$ cat src/rtl/sdi_pkg.sv
package sdi_pkg;
  typedef enum logic [1:0] {
    CARD_NONE = 2'd0,
    CARD_MMC  = 2'd1,
    CARD_SD1  = 2'd2,
    CARD_SD2  = 2'd3
  } card_kind_e;

  typedef enum logic [2:0] {
    SEL_RESET,
    SEL_IFCOND,
    SEL_APPPFX,
    SEL_OPCOND_SD,
    SEL_OPCOND_MMC,
    SEL_OCR
  } cmd_sel_e;

  localparam logic [7:0] R1_IDLE    = 8'h01;
  localparam int         R1_ILLEGAL = 2;
  localparam int         FRAME_LEN  = 6;
endpackage

$ cat src/rtl/sdi_spi_byte.sv
module sdi_spi_byte #(
  parameter int CLK_DIV = 200
) (
  input  logic       clk,
  input  logic       rst_n,
  input  logic       go,
  input  logic [7:0] tx_byte,
  output logic       done,
  output logic [7:0] rx_byte,
  output logic       sclk,
  output logic       mosi,
  input  logic       miso
);
  localparam int DW = (CLK_DIV > 1) ? $clog2(CLK_DIV) : 1;
  localparam logic [DW-1:0] DIV_LAST = DW'(CLK_DIV - 1);

  logic          active;
  logic [DW-1:0] div;
  logic [2:0]    bitn;
  logic [7:0]    sh;

  always_ff @(posedge clk) begin
    if (!rst_n) begin
      active  <= 1'b0;
      div     <= '0;
      bitn    <= '0;
      sh      <= 8'hFF;
      rx_byte <= 8'hFF;
      sclk    <= 1'b0;
      mosi    <= 1'b1;
      done    <= 1'b0;
    end else begin
      done <= 1'b0;
      if (!active) begin
        if (go) begin
          active <= 1'b1;
          sh     <= tx_byte;
          mosi   <= tx_byte[7];
          div    <= '0;
          bitn   <= '0;
        end
      end else if (div != DIV_LAST) begin
        div <= div + DW'(1);
      end else begin
        div <= '0;
        if (!sclk) begin
          sclk    <= 1'b1;
          rx_byte <= {rx_byte[6:0], miso};
        end else begin
          sclk <= 1'b0;
          if (bitn == 3'd7) begin
            active <= 1'b0;
            done   <= 1'b1;
            mosi   <= 1'b1;
          end else begin
            bitn <= bitn + 3'd1;
            sh   <= {sh[6:0], 1'b1};
            mosi <= sh[6];
          end
        end
      end
    end
  end

  // clock rests low outside a transfer
  p_sclk_rest_r11: assert property (@(posedge clk) disable iff (!rst_n)
    !active |-> !sclk);
  // data line holds while clock is high
  p_mosi_hold_r11: assert property (@(posedge clk) disable iff (!rst_n)
    sclk |-> $stable(mosi));
endmodule

$ cat src/rtl/sdi_cmd_frame.sv
module sdi_cmd_frame
  import sdi_pkg::*;
(
  input  cmd_sel_e   sel,
  input  logic       hcs,
  input  logic [2:0] idx,
  output logic [7:0] tx_byte
);
  logic [47:0] frame;

  always_comb begin
    unique case (sel)
      SEL_RESET:      frame = {8'h40, 32'h0000_0000, 8'h95};
      SEL_IFCOND:     frame = {8'h48, 32'h0000_01AA, 8'h87};
      SEL_APPPFX:     frame = {8'h77, 32'h0000_0000, 8'h65};
      SEL_OPCOND_SD:  frame = hcs ? {8'h69, 32'h4010_0000, 8'hCD}
                                  : {8'h69, 32'h0010_0000, 8'h5F};
      SEL_OPCOND_MMC: frame = {8'h41, 32'h0000_0000, 8'hF9};
      SEL_OCR:        frame = {8'h7A, 32'h0000_0000, 8'hFD};
      default:        frame = {48{1'b1}};
    endcase
    case (idx)
      3'd0:    tx_byte = frame[47:40];
      3'd1:    tx_byte = frame[39:32];
      3'd2:    tx_byte = frame[31:24];
      3'd3:    tx_byte = frame[23:16];
      3'd4:    tx_byte = frame[15:8];
      3'd5:    tx_byte = frame[7:0];
      default: tx_byte = 8'hFF;
    endcase
  end
endmodule

$ cat src/rtl/sdi_init_fsm.sv
module sdi_init_fsm
  import sdi_pkg::*;
#(
  parameter int WAKE_BYTES = 10,
  parameter int POLL_MAX   = 8,
  parameter int FLUSH_MAX  = 16,
  parameter int RETRY_W    = 16
) (
  input  logic               clk,
  input  logic               rst_n,
  input  logic               start,
  input  logic [RETRY_W-1:0] retry_max,
  output logic               x_go,
  output logic [7:0]         x_tx,
  input  logic               x_done,
  input  logic [7:0]         x_rx,
  output cmd_sel_e           f_sel,
  output logic [2:0]         f_idx,
  output logic               f_hcs,
  input  logic [7:0]         f_byte,
  output logic               cs_n,
  output logic               done,
  output logic               error,
  output card_kind_e         ctype,
  output logic               hc,
  output logic [7:0]         r1,
  output logic [31:0]        ocr
);
  localparam int CMAX = (WAKE_BYTES > FLUSH_MAX) ?
                        ((WAKE_BYTES > POLL_MAX) ? WAKE_BYTES : POLL_MAX) :
                        ((FLUSH_MAX > POLL_MAX) ? FLUSH_MAX : POLL_MAX);
  localparam int CW = $clog2(CMAX + 1);

  typedef enum logic [3:0] {
    ST_IDLE, ST_WAKE, ST_FLUSH, ST_SEND, ST_POLL, ST_TAIL, ST_EVAL, ST_DONE, ST_FAIL
  } st_e;

  st_e                state;
  logic [CW-1:0]      cnt;
  logic               pend;
  logic [31:0]        tail;
  logic [RETRY_W-1:0] retry;
  logic               last_try;
  logic               need_tail;

  assign x_tx      = (state == ST_SEND) ? f_byte : 8'hFF;
  assign f_idx     = cnt[2:0];
  assign f_hcs     = (ctype == CARD_SD2);
  assign last_try  = (retry + RETRY_W'(1)) >= retry_max;
  assign need_tail = ((f_sel == SEL_IFCOND) && !x_rx[R1_ILLEGAL]) || (f_sel == SEL_OCR);

  always_ff @(posedge clk) begin
    if (!rst_n) begin
      state <= ST_IDLE;  cnt   <= '0;        pend  <= 1'b0;  x_go <= 1'b0;
      cs_n  <= 1'b1;     f_sel <= SEL_RESET; ctype <= CARD_NONE;
      hc    <= 1'b0;     r1    <= 8'hFF;     ocr   <= '0;    tail <= '0;
      retry <= '0;       done  <= 1'b0;      error <= 1'b0;
    end else begin
      x_go <= 1'b0;
      case (state)
        ST_IDLE, ST_DONE, ST_FAIL: begin
          if (start) begin
            state <= ST_WAKE;   cnt   <= '0;        cs_n  <= 1'b1;
            f_sel <= SEL_RESET; ctype <= CARD_NONE; hc    <= 1'b0;
            done  <= 1'b0;      error <= 1'b0;      retry <= '0;
            r1    <= 8'hFF;     ocr   <= '0;
          end
        end
        ST_EVAL: begin
          state <= ST_FLUSH;
          cnt   <= '0;
          unique case (f_sel)
            SEL_RESET:
              if (r1 == R1_IDLE) f_sel <= SEL_IFCOND;
              else begin state <= ST_FAIL; error <= 1'b1; end
            SEL_IFCOND:
              if (r1[R1_ILLEGAL]) begin ctype <= CARD_SD1; f_sel <= SEL_APPPFX; end
              else if (r1 != R1_IDLE || tail[11:0] != 12'h1AA) begin
                state <= ST_FAIL; error <= 1'b1;
              end else begin ctype <= CARD_SD2; f_sel <= SEL_APPPFX; end
            SEL_APPPFX: f_sel <= SEL_OPCOND_SD;
            SEL_OPCOND_SD:
              if (r1[R1_ILLEGAL]) begin
                ctype <= CARD_MMC; f_sel <= SEL_OPCOND_MMC; retry <= '0;
              end else if (r1 == 8'h00) f_sel <= SEL_OCR;
              else if (r1 == R1_IDLE && !last_try) begin
                retry <= retry + RETRY_W'(1); f_sel <= SEL_APPPFX;
              end else begin state <= ST_FAIL; error <= 1'b1; end
            SEL_OPCOND_MMC:
              if (r1 == 8'h00) f_sel <= SEL_OCR;
              else if (r1 == R1_IDLE && !last_try) retry <= retry + RETRY_W'(1);
              else begin state <= ST_FAIL; error <= 1'b1; end
            SEL_OCR: begin
              ocr   <= tail;
              hc    <= (ctype == CARD_SD2) && tail[30];
              done  <= 1'b1;
              state <= ST_DONE;
            end
            default: begin state <= ST_FAIL; error <= 1'b1; end
          endcase
        end
        default: begin
          if (!pend) begin
            x_go <= 1'b1;
            pend <= 1'b1;
          end else if (x_done) begin
            pend <= 1'b0;
            case (state)
              ST_WAKE:
                if (cnt == CW'(WAKE_BYTES - 1)) begin
                  cs_n <= 1'b0; state <= ST_FLUSH; cnt <= '0;
                end else cnt <= cnt + CW'(1);
              ST_FLUSH:
                if (x_rx == 8'hFF) begin state <= ST_SEND; cnt <= '0; end
                else if (cnt == CW'(FLUSH_MAX - 1)) begin state <= ST_FAIL; error <= 1'b1; end
                else cnt <= cnt + CW'(1);
              ST_SEND:
                if (cnt == CW'(FRAME_LEN - 1)) begin state <= ST_POLL; cnt <= '0; end
                else cnt <= cnt + CW'(1);
              ST_POLL:
                if (!x_rx[7]) begin
                  r1    <= x_rx;
                  cnt   <= '0;
                  state <= need_tail ? ST_TAIL : ST_EVAL;
                end else if (cnt == CW'(POLL_MAX - 1)) begin
                  state <= ST_FAIL; error <= 1'b1;
                end else cnt <= cnt + CW'(1);
              ST_TAIL: begin
                tail <= {tail[23:0], x_rx};
                if (cnt == CW'(3)) state <= ST_EVAL;
                else cnt <= cnt + CW'(1);
              end
              default: state <= ST_FAIL;
            endcase
          end
        end
      endcase
    end
  end

  // outcome flags are exclusive
  p_outcome_excl_r10: assert property (@(posedge clk) disable iff (!rst_n)
    !(done && error));
  // a ready card always has a type
  p_type_on_done_r10: assert property (@(posedge clk) disable iff (!rst_n)
    done |-> (ctype != CARD_NONE));
  // capacity flag only for v2 cards
  p_hc_v2_only_r9: assert property (@(posedge clk) disable iff (!rst_n)
    hc |-> (ctype == CARD_SD2));
  // response search never passes its bound
  p_poll_bound_r3: assert property (@(posedge clk) disable iff (!rst_n)
    (state == ST_POLL) |-> (cnt < CW'(POLL_MAX)));
  // card stays deselected during wake-up clocks
  p_wake_desel_r1: assert property (@(posedge clk) disable iff (!rst_n)
    (state == ST_WAKE) |-> cs_n);
  // attempt counter stays below the limit
  p_retry_bound_r8: assert property (@(posedge clk) disable iff (!rst_n)
    (retry_max != '0) |-> (retry < retry_max));
endmodule

$ cat src/rtl/sd_spi_init.sv
module sd_spi_init
  import sdi_pkg::*;
#(
  parameter int CLK_DIV    = 200,
  parameter int WAKE_BYTES = 10,
  parameter int POLL_MAX   = 8,
  parameter int FLUSH_MAX  = 16,
  parameter int RETRY_W    = 16
) (
  input  logic               clk,
  input  logic               rst_n,
  input  logic               start,
  input  logic [RETRY_W-1:0] retry_max,
  output logic               spi_cs_n,
  output logic               spi_sclk,
  output logic               spi_mosi,
  input  logic               spi_miso,
  output logic               init_done,
  output logic               init_error,
  output logic [1:0]         card_type,
  output logic               high_cap,
  output logic [7:0]         last_r1,
  output logic [31:0]        ocr
);
  logic       x_go, x_done, f_hcs;
  logic [7:0] x_tx, x_rx, f_byte;
  logic [2:0] f_idx;
  cmd_sel_e   f_sel;
  card_kind_e ctype;

  assign card_type = ctype;

  sdi_spi_byte #(.CLK_DIV(CLK_DIV)) u_shift (
    .clk(clk), .rst_n(rst_n), .go(x_go), .tx_byte(x_tx), .done(x_done),
    .rx_byte(x_rx), .sclk(spi_sclk), .mosi(spi_mosi), .miso(spi_miso)
  );

  sdi_cmd_frame u_frame (
    .sel(f_sel), .hcs(f_hcs), .idx(f_idx), .tx_byte(f_byte)
  );

  sdi_init_fsm #(
    .WAKE_BYTES(WAKE_BYTES), .POLL_MAX(POLL_MAX),
    .FLUSH_MAX(FLUSH_MAX), .RETRY_W(RETRY_W)
  ) u_fsm (
    .clk(clk), .rst_n(rst_n), .start(start), .retry_max(retry_max),
    .x_go(x_go), .x_tx(x_tx), .x_done(x_done), .x_rx(x_rx),
    .f_sel(f_sel), .f_idx(f_idx), .f_hcs(f_hcs), .f_byte(f_byte),
    .cs_n(spi_cs_n), .done(init_done), .error(init_error), .ctype(ctype),
    .hc(high_cap), .r1(last_r1), .ocr(ocr)
  );
endmodule

$ cat config.mk
export PLATFORM = sky130hd
export DESIGN_NAME = sd_spi_init
export DESIGN_NICKNAME = d
export VERILOG_FILES = /design/src/rtl/sdi_pkg.sv /design/src/rtl/sdi_spi_byte.sv /design/src/rtl/sdi_cmd_frame.sv /design/src/rtl/sdi_init_fsm.sv /design/src/rtl/sd_spi_init.sv
export SDC_FILE = /design/constraint.sdc
export NUM_CORES = 1
export LEC_CHECK = 0
export ABC_AREA = 0
export BUFFER_PORTS_ARGS = -buffer_cell sky130_fd_sc_hd__buf_2
export CORE_ASPECT_RATIO = 0.6
export CORE_MARGIN = 2
export CORE_UTILIZATION = 28
export CTS_CLUSTER_DIAMETER = 40
export DETAILED_ROUTE_END_ITERATION = 8
export GPL_TIMING_DRIVEN = 0
export PLACE_DENSITY = 0.52
export SETUP_SLACK_MARGIN = 0.2
export SLEW_MARGIN = 0
export SYNTH_ARGS = -nofsm -noshare
export SYNTH_HDL_FRONTEND = slang
export SYNTH_SLANG_ARGS = --single-unit
$ cat constraint.sdc
create_clock -name clk -period 4.1 [get_ports clk]
set_clock_uncertainty 0.2 [all_clocks]
set_input_delay 1.025 -clock clk [delete_from_list [all_inputs] [get_ports clk]]
set_output_delay 1.025 -clock clk [all_outputs]
set_load 0.02 [all_outputs]
# [After elaboration in Yosys (flattened, before gate mapping)]
# Cells that the tools add are included.
[word_totals] output_inout_bits=48 rom_bits=0 latch_bits=0 n_memories=0 regBits=138 ramBits=0 input_bits=20
[classes] bitwise_logic=6 shifts=0 mul=0 n_reduce_logical=41 add_sub_neg=4 eq_ne=61 order_cmp=1 div=0 muxes=121
[ops] op="one-hot mux 48 bit (6 select lines)" n=1
[ops] op="2-to-1 mux 8 bit" n=9
[ops] op="2-to-1 mux 16 bit" n=4
[ops] op="2-to-1 mux 32 bit" n=2
[ops] op="2-to-1 mux 4 bit" n=16
[ops] op="one-hot mux 16 bit (2 select lines)" n=2
[ops] op="one-hot mux 32 bit (2 select lines)" n=1
[ops] op="2-to-1 mux 5 bit" n=10
[ops] op="one-hot mux 8 bit (6 select lines)" n=1
[ops] op="2-to-1 mux 3 bit" n=13
[ops] op="2-to-1 mux 39 bit" n=1
[ops] op="2-to-1 mux 1 bit" n=35
[ops] op="2-to-1 mux 7 bit" n=5
[ops] op="one-hot mux 5 bit (5 select lines)" n=1
[ops] op="one-hot mux 4 bit (6 select lines)" n=1
[ops] op="one-hot mux 4 bit (5 select lines)" n=1
[ops] op="adder 16 x 1 -> 16 bit (second input constant)" n=1
[ops] op="== test 4 x 3 -> 1 bit (second input constant)" n=4
[ops] op="greater-or-equal comparator 16 bit" n=1
[ops] op="one-hot mux 8 bit (2 select lines)" n=1
[ops] op="== test 3 bit (second input constant)" n=5
[ops] op="!= test 3 bit (second input constant)" n=5
[ops] op="one-hot mux 3 bit (5 select lines)" n=1
[ops] op="AND reduction 7 bit" n=2
[ops] op="58 further kinds" n=111

# [Logic depth before layout (Yosys ltp)]
[logic_depth] word_depth=9 mapped_depth=15

# [Cells and area by module]
# From an unflattened synthesis, not the netlist that was laid out.
[hier_totals] cells_unflattened=900 area_unflattened_um2=7198.2
[modules_own_cells] mod="sdi_init_fsm" cells_each=688 instances=1 seq_area_each_um2=2162.1 area_each_um2=5459.0
[modules_own_cells] mod="sdi_spi_byte" cells_each=155 instances=1 seq_area_each_um2=600.6 area_each_um2=1377.6
[modules_own_cells] mod="sdi_cmd_frame" cells_each=57 instances=1 seq_area_each_um2=0.0 area_each_um2=361.6

# [Worst setup path before layout]
# OpenSTA, ideal clock, no wires.
[synth_path] path_type="register -> register" from="register u_fsm.retry[0]" to="register u_fsm.retry[0]" setup_ns=0.070 required_ns=3.830 period_less_slack_ns=3.870 t_arrival_ns=3.600 path_stages_with_launch=16 path_slack_ns=0.230 n_path_buf=2 path_cell_list="dfxtp_1 -> ha_1 -> nand3_2 -> nor4_1 -> nand3_1 -> or2_2 -> xnor2_1 -> ha_1 -> nand4_1 -> nor3_1 -> or4b_1 -> o211ai_1 -> buf_2 -> buf_2 -> o21ai_0 -> a21oi_1"
[synth_between] elab_chain_cells=9
[synth_lines] item="start: declaration" line_no="sdi_init_fsm.sv:42" source="logic [RETRY_W-1:0] retry;"
[synth_lines] item="start signal: assignment" line_no="sdi_init_fsm.sv:91" source="else if (r1 == R1_IDLE && !last_try) retry <= retry + RETRY_W'(1);"
[synth_lines] item="adder 16 x 1 -> 16 bit" line_no="sdi_init_fsm.sv:49, sdi_init_fsm.sv:87, sdi_init_fsm.sv:91"
[synth_lines] item="greater-or-equal comparator 16 bit" line_no="sdi_init_fsm.sv:49" source="assign last_try = (retry + RETRY_W'(1)) >= retry_max;"
[synth_lines] item="zero test 1 bit" line_no="sdi_init_fsm.sv:86, sdi_init_fsm.sv:91"
[synth_lines] item="logical AND 1 bit" line_no="sdi_init_fsm.sv:86, sdi_init_fsm.sv:91"
[synth_lines] item="2-to-1 mux 16 bit" line_no="sdi_init_fsm.sv:86, sdi_init_fsm.sv:91"
[synth_lines] item="2-to-1 mux 16 bit (*)" line_no="sdi_init_fsm.sv:90" source="if (r1 == 8'h00) f_sel <= SEL_OCR;"
[synth_lines] item="2-to-1 mux 16 bit" line_no="sdi_init_fsm.sv:83" source="if (r1[R1_ILLEGAL]) begin"
[synth_lines] item="one-hot mux 16 bit (2 select lines) (*)" line_no="sdi_init_fsm.sv:72" source="unique case (f_sel)"
[synth_lines] item="one-hot mux 16 bit (2 select lines) (*)" line_no="sdi_init_fsm.sv:60" source="case (state)"
# Mark *: on every way between the ends. The rest lies on a longest branch, timed or not.
# A chain may end at the register's enable or synchronous reset.

# [Worst setup path after layout]
[layout_path] from="register u_fsm.retry[1]" to="register u_fsm.retry[4]"
[layout_between] elab_chain_cells=9
[layout_lines] item="adder 16 x 1 -> 16 bit (*)" line_no="sdi_init_fsm.sv:49, sdi_init_fsm.sv:87, sdi_init_fsm.sv:91"
[layout_lines] item="greater-or-equal comparator 16 bit" line_no="sdi_init_fsm.sv:49"
[layout_lines] item="zero test 1 bit" line_no="sdi_init_fsm.sv:86, sdi_init_fsm.sv:91"
[layout_lines] item="logical AND 1 bit" line_no="sdi_init_fsm.sv:86, sdi_init_fsm.sv:91"
[layout_lines] item="2-to-1 mux 16 bit (*)" line_no="sdi_init_fsm.sv:86, sdi_init_fsm.sv:91"
[layout_lines] item="2-to-1 mux 16 bit (*)" line_no="sdi_init_fsm.sv:90"
[layout_lines] item="2-to-1 mux 16 bit" line_no="sdi_init_fsm.sv:83"
[layout_lines] item="one-hot mux 16 bit (2 select lines) (*)" line_no="sdi_init_fsm.sv:72"
[layout_lines] item="one-hot mux 16 bit (2 select lines) (*)" line_no="sdi_init_fsm.sv:60"
# Marked as above.

==> summary.txt <==
Clocking
  • Clk slew on worst S/H paths: ~0.060 ns
  • TritonCTS clock tree: yes
  • Hold buffer count at CTS: 0
  • H-tree depth: 4
  • Worst-Skew Late Latency: 0.44 ns
  • # clock sinks: approximately 140
  • Clock Path Buffers: 2
  • CTS buffer count: 17
  • Root Buffer: clkbuf_16

STA
  • Fin. max-slew vios: 0
  • Final setup violation count: 0
  • Slew HR: 39.5%
  • Highest clock rate: 268 MHz
  • Final hold vios: 0
  • Final Cycle Share: 90.9%
  • RSZ-0062 raised after global routing: true
  • Worst-Margin Slew: 0.895 ns
  • Tmin final: approximately 3.7 ns

Run status
  • Outcome: complete, no violations

Min path
  • Hold Crit Class: flop to flop
  • Min-Delay Path Depth: 2
  • Hold path endpoint: u_fsm.cs_n$_SDFFE_PN1P_
  • Hold_sp: u_fsm.cs_n$_SDFFE_PN1P_

Cells and area
  • Register area: 2780 um^2
  • Most common cell after layout, fill and taps aside: nand2_1
  • Share of cells above drive strength 1: 18.1%
  • Count of filler cells inserted in the layout: 2,631
  • Final nets: 1,048
  • Inserted Diodes: 0
  • Multi-input gate area: 4120 um^2
  • Commonest non-fill, non-tap cells in the layout: nand2_1, dfxtp_1, a21oi_1, nor2_1, buf_2
  • Utilization after layout: 35.1%
  • P&R area growth vs syn: 23.8%
  • Finished Layout Cells: around 1,300

Setup path
  • Reg2reg path depth: 16
  • RR Startpoint: u_fsm.retry[1]$_SDFFE_PN0P_
  • Crit end category: flop
  • Setup CP Type: flop to flop
  • Worst setup SP type: flop
  • Critical Path AT: 3.82 ns
  • R2r setup slk: 0.37 ns
  • FF-to-FF End: u_fsm.retry[4]$_SDFFE_PN0P_
  • Crit Path Max Fanout: 7
  • Worst path required time: roughly 4.2 ns

Synth
  • Syn_area_per_cell: 7.95 um^2
  • Mapped Nets: 943
  • Synth Register Bits: approximately 140
  • Mapped Cells: 897
  • Mapped cell area: slightly above 7000 um^2
  • Most area-consuming cells after synthesis: dfxtp_1, nand2_1, a21oi_1, ha_1, nor2_1
  • Ys async rst share: 0%
  • Synth Flop Type: dfxtp_1
  • Synth warn: 0
  • Yosys top cell area share: 38.7%
  • Post-synth EDFFs: 0
  • Synth cell types: 71
  • Cell taking the most area after synthesis: dfxtp_1
  • Register area share after synthesis: 38.7%

Place
  • PortBufs: 67
  • Placed Instances: 1,293
  • GPL Wtd Cong: 0.927
  • Final HPWL DP: 16,400 um

Global routing
  • Pin count of the biggest net entering global routing: 17
  • Vias in the first global route: approximately 6,300
  • GR Overflow Total: 0
  • All-Layer GR Usage: between 10% and 20%
  • Antenna violations before repair: 0
  • First-pass GRT wire length: 35,400 um

Run
  • Maxcap violations: 0

Route
  • Total number of vias: 7,014
  • Initial DRT Pass Iterations: 5
  • Initial DRC Count: 530
  • Final wirelength: 22,300 um
  • Remaining DRCs: 0
  • Routed len/inst: 16.6 um
  • Vias per cell: 5.22
  • Antenna viol nets, final: 0

Floorplan
  • Num rows: 45
  • Die area: 26,800 um^2
  • Total core area: 25,200 um^2
  • Initial core utilization: 28.4%
  • Chip Width: 210 um
  • DIE HEIGHT: between 100 and 150 um
  • Top-level I/O count: 68

Power
  • Worst vdd ir: 0.000358 V
  • Leak pwr: 3.31 nW
  • Pwr dens: 491 nW/um^2
==> sequential cells by signal (all words and copies together), names as in the netlist, 2 cells and up <==
| register | cells |
|---|---|
| u_fsm.cnt | 5 |
| u_fsm.ctype | 2 |
| u_fsm.f_sel | 3 |
| u_fsm.ocr | 32 |
| u_fsm.r1 | 8 |
| u_fsm.retry | 16 |
| u_fsm.state | 4 |
| u_fsm.tail | 32 |
| u_shift.bitn | 3 |
| u_shift.div | 8 |
| u_shift.rx_byte | 8 |
| u_shift.sh | 7 |
==> synthesized netlist by cell type, types with 11 or more instances <==
cell	number
nor2_1	75
a22oi_1	34
clkbuf_1	43
nand2b_1	11
nand3_1	27
o21ai_0	38
nor3_1	13
inv_1	36
o311ai_0	13
xnor2_1	11
dfxtp_1	138
a21oi_1	77
nand2_1	147
ha_1	26
or2_2	18
or3_1	11
mux2i_1	15
==> worst max path at each step <==
stage / start / to / slack [ns] / depth (start not counted)
after floorplan: u_fsm.retry[0]$_SDFFE_PN0P_ / u_fsm.retry[0]$_SDFFE_PN0P_ / 0.23 / 15
after global placement: u_fsm.retry[0]$_SDFFE_PN0P_ / u_fsm.retry[1]$_SDFFE_PN0P_ / -0.77 / 15
after detailed placement: u_fsm.retry[0]$_SDFFE_PN0P_ / u_fsm.retry[1]$_SDFFE_PN0P_ / -0.72 / 15
after CTS: u_fsm.retry[1]$_SDFFE_PN0P_ / u_fsm.state[3]$_SDFFE_PN0P_ / 0.22 / 15
after global routing: u_fsm.retry[1]$_SDFFE_PN0P_ / u_fsm.state[3]$_SDFFE_PN0P_ / 0.15 / 15
final: u_fsm.retry[1]$_SDFFE_PN0P_ / u_fsm.retry[4]$_SDFFE_PN0P_ / 0.37 / 16
==> timing repair <==
item                                    CTS  global route
cloned                                    0             1
setup buffers                             4            14
gates resized for setup                  12            35
pin swaps                                 2            12
endpoints found under the setup margin   22            22
==> logic make-up after synthesis <==
kind of cell	after synthesis	share of synthesized area, %
compound gates	245	22.6
xor+xnor	16	1.96
fa+ha+maj	26	4.56
buf+inv	93	5.21
flops	138	38.7
mux	16	2.26
simple gates	363	24.7
==> area by class of cell <==
class | count | area share, %
plain buffers | 54 | 2.82
clock buffers | 23 | 5.75
clock inverters | 9 | 1.50
inverters | 39 | 1.66
multi-input cells | 666 | 46.6
flip-flops and latches | 138 | 31.4
well taps | 329 | 4.66
repair buffers | 86 | 5.55
==> routing by layer <==
layer,wire (um),GRT usage (%)
met5,0,0
met4,204,4.13
met1,12100,27.0
met2,8430,21.5
met3,1570,3.75
==> stage by stage <==
step | hold slack, ns | worst slack (ns) | setup TNS, ns | cell area (um^2) | total power [W]
2_1_floorplan | 0.236 | 0.230 | 0 | 7140 | 0.00233
3_3_place_gp | 0.233 | -0.768 | -13.68 | 7880 | 0.00268
3_5_place_dp | 0.234 | -0.722 | -12.87 | 7880 | 0.00267
4_1_cts | 0.246 | 0.217 | 0 | 8610 | 0.00434
5_1_grt | 0.269 | 0.150 | 0 | 8840 | 0.00456
6_report | 0.243 | 0.374 | 0 | 8840 | 0.00434
==> where the power goes <==
group | leakage (nW) | switching, W | internal, W
Clock | 0.312 | 0.000605 | 0.00106
Combinational | 1.88 | 0.000822 | 0.000387
Sequential | 1.12 | 0.0000620 | 0.00141
Total | 3.31 | 0.00149 | 0.00285
==> critical path: stages, from the launching register on <==
cell      delay [ns]
dfxtp_4         0.37
ha_4            0.17
nand3_4         0.10
nor4_4          0.29
nand3_2         0.13
buf_4           0.16
buf_4           0.12
xnor2_1         0.12
ha_1            0.28
nand4_1         0.15
nor3_2          0.26
or4b_4          0.51
o211ai_1        0.18
buf_4           0.23
buf_8           0.12
buf_12          0.11
o41ai_1         0.07
(Power assumes the default switching activity.)
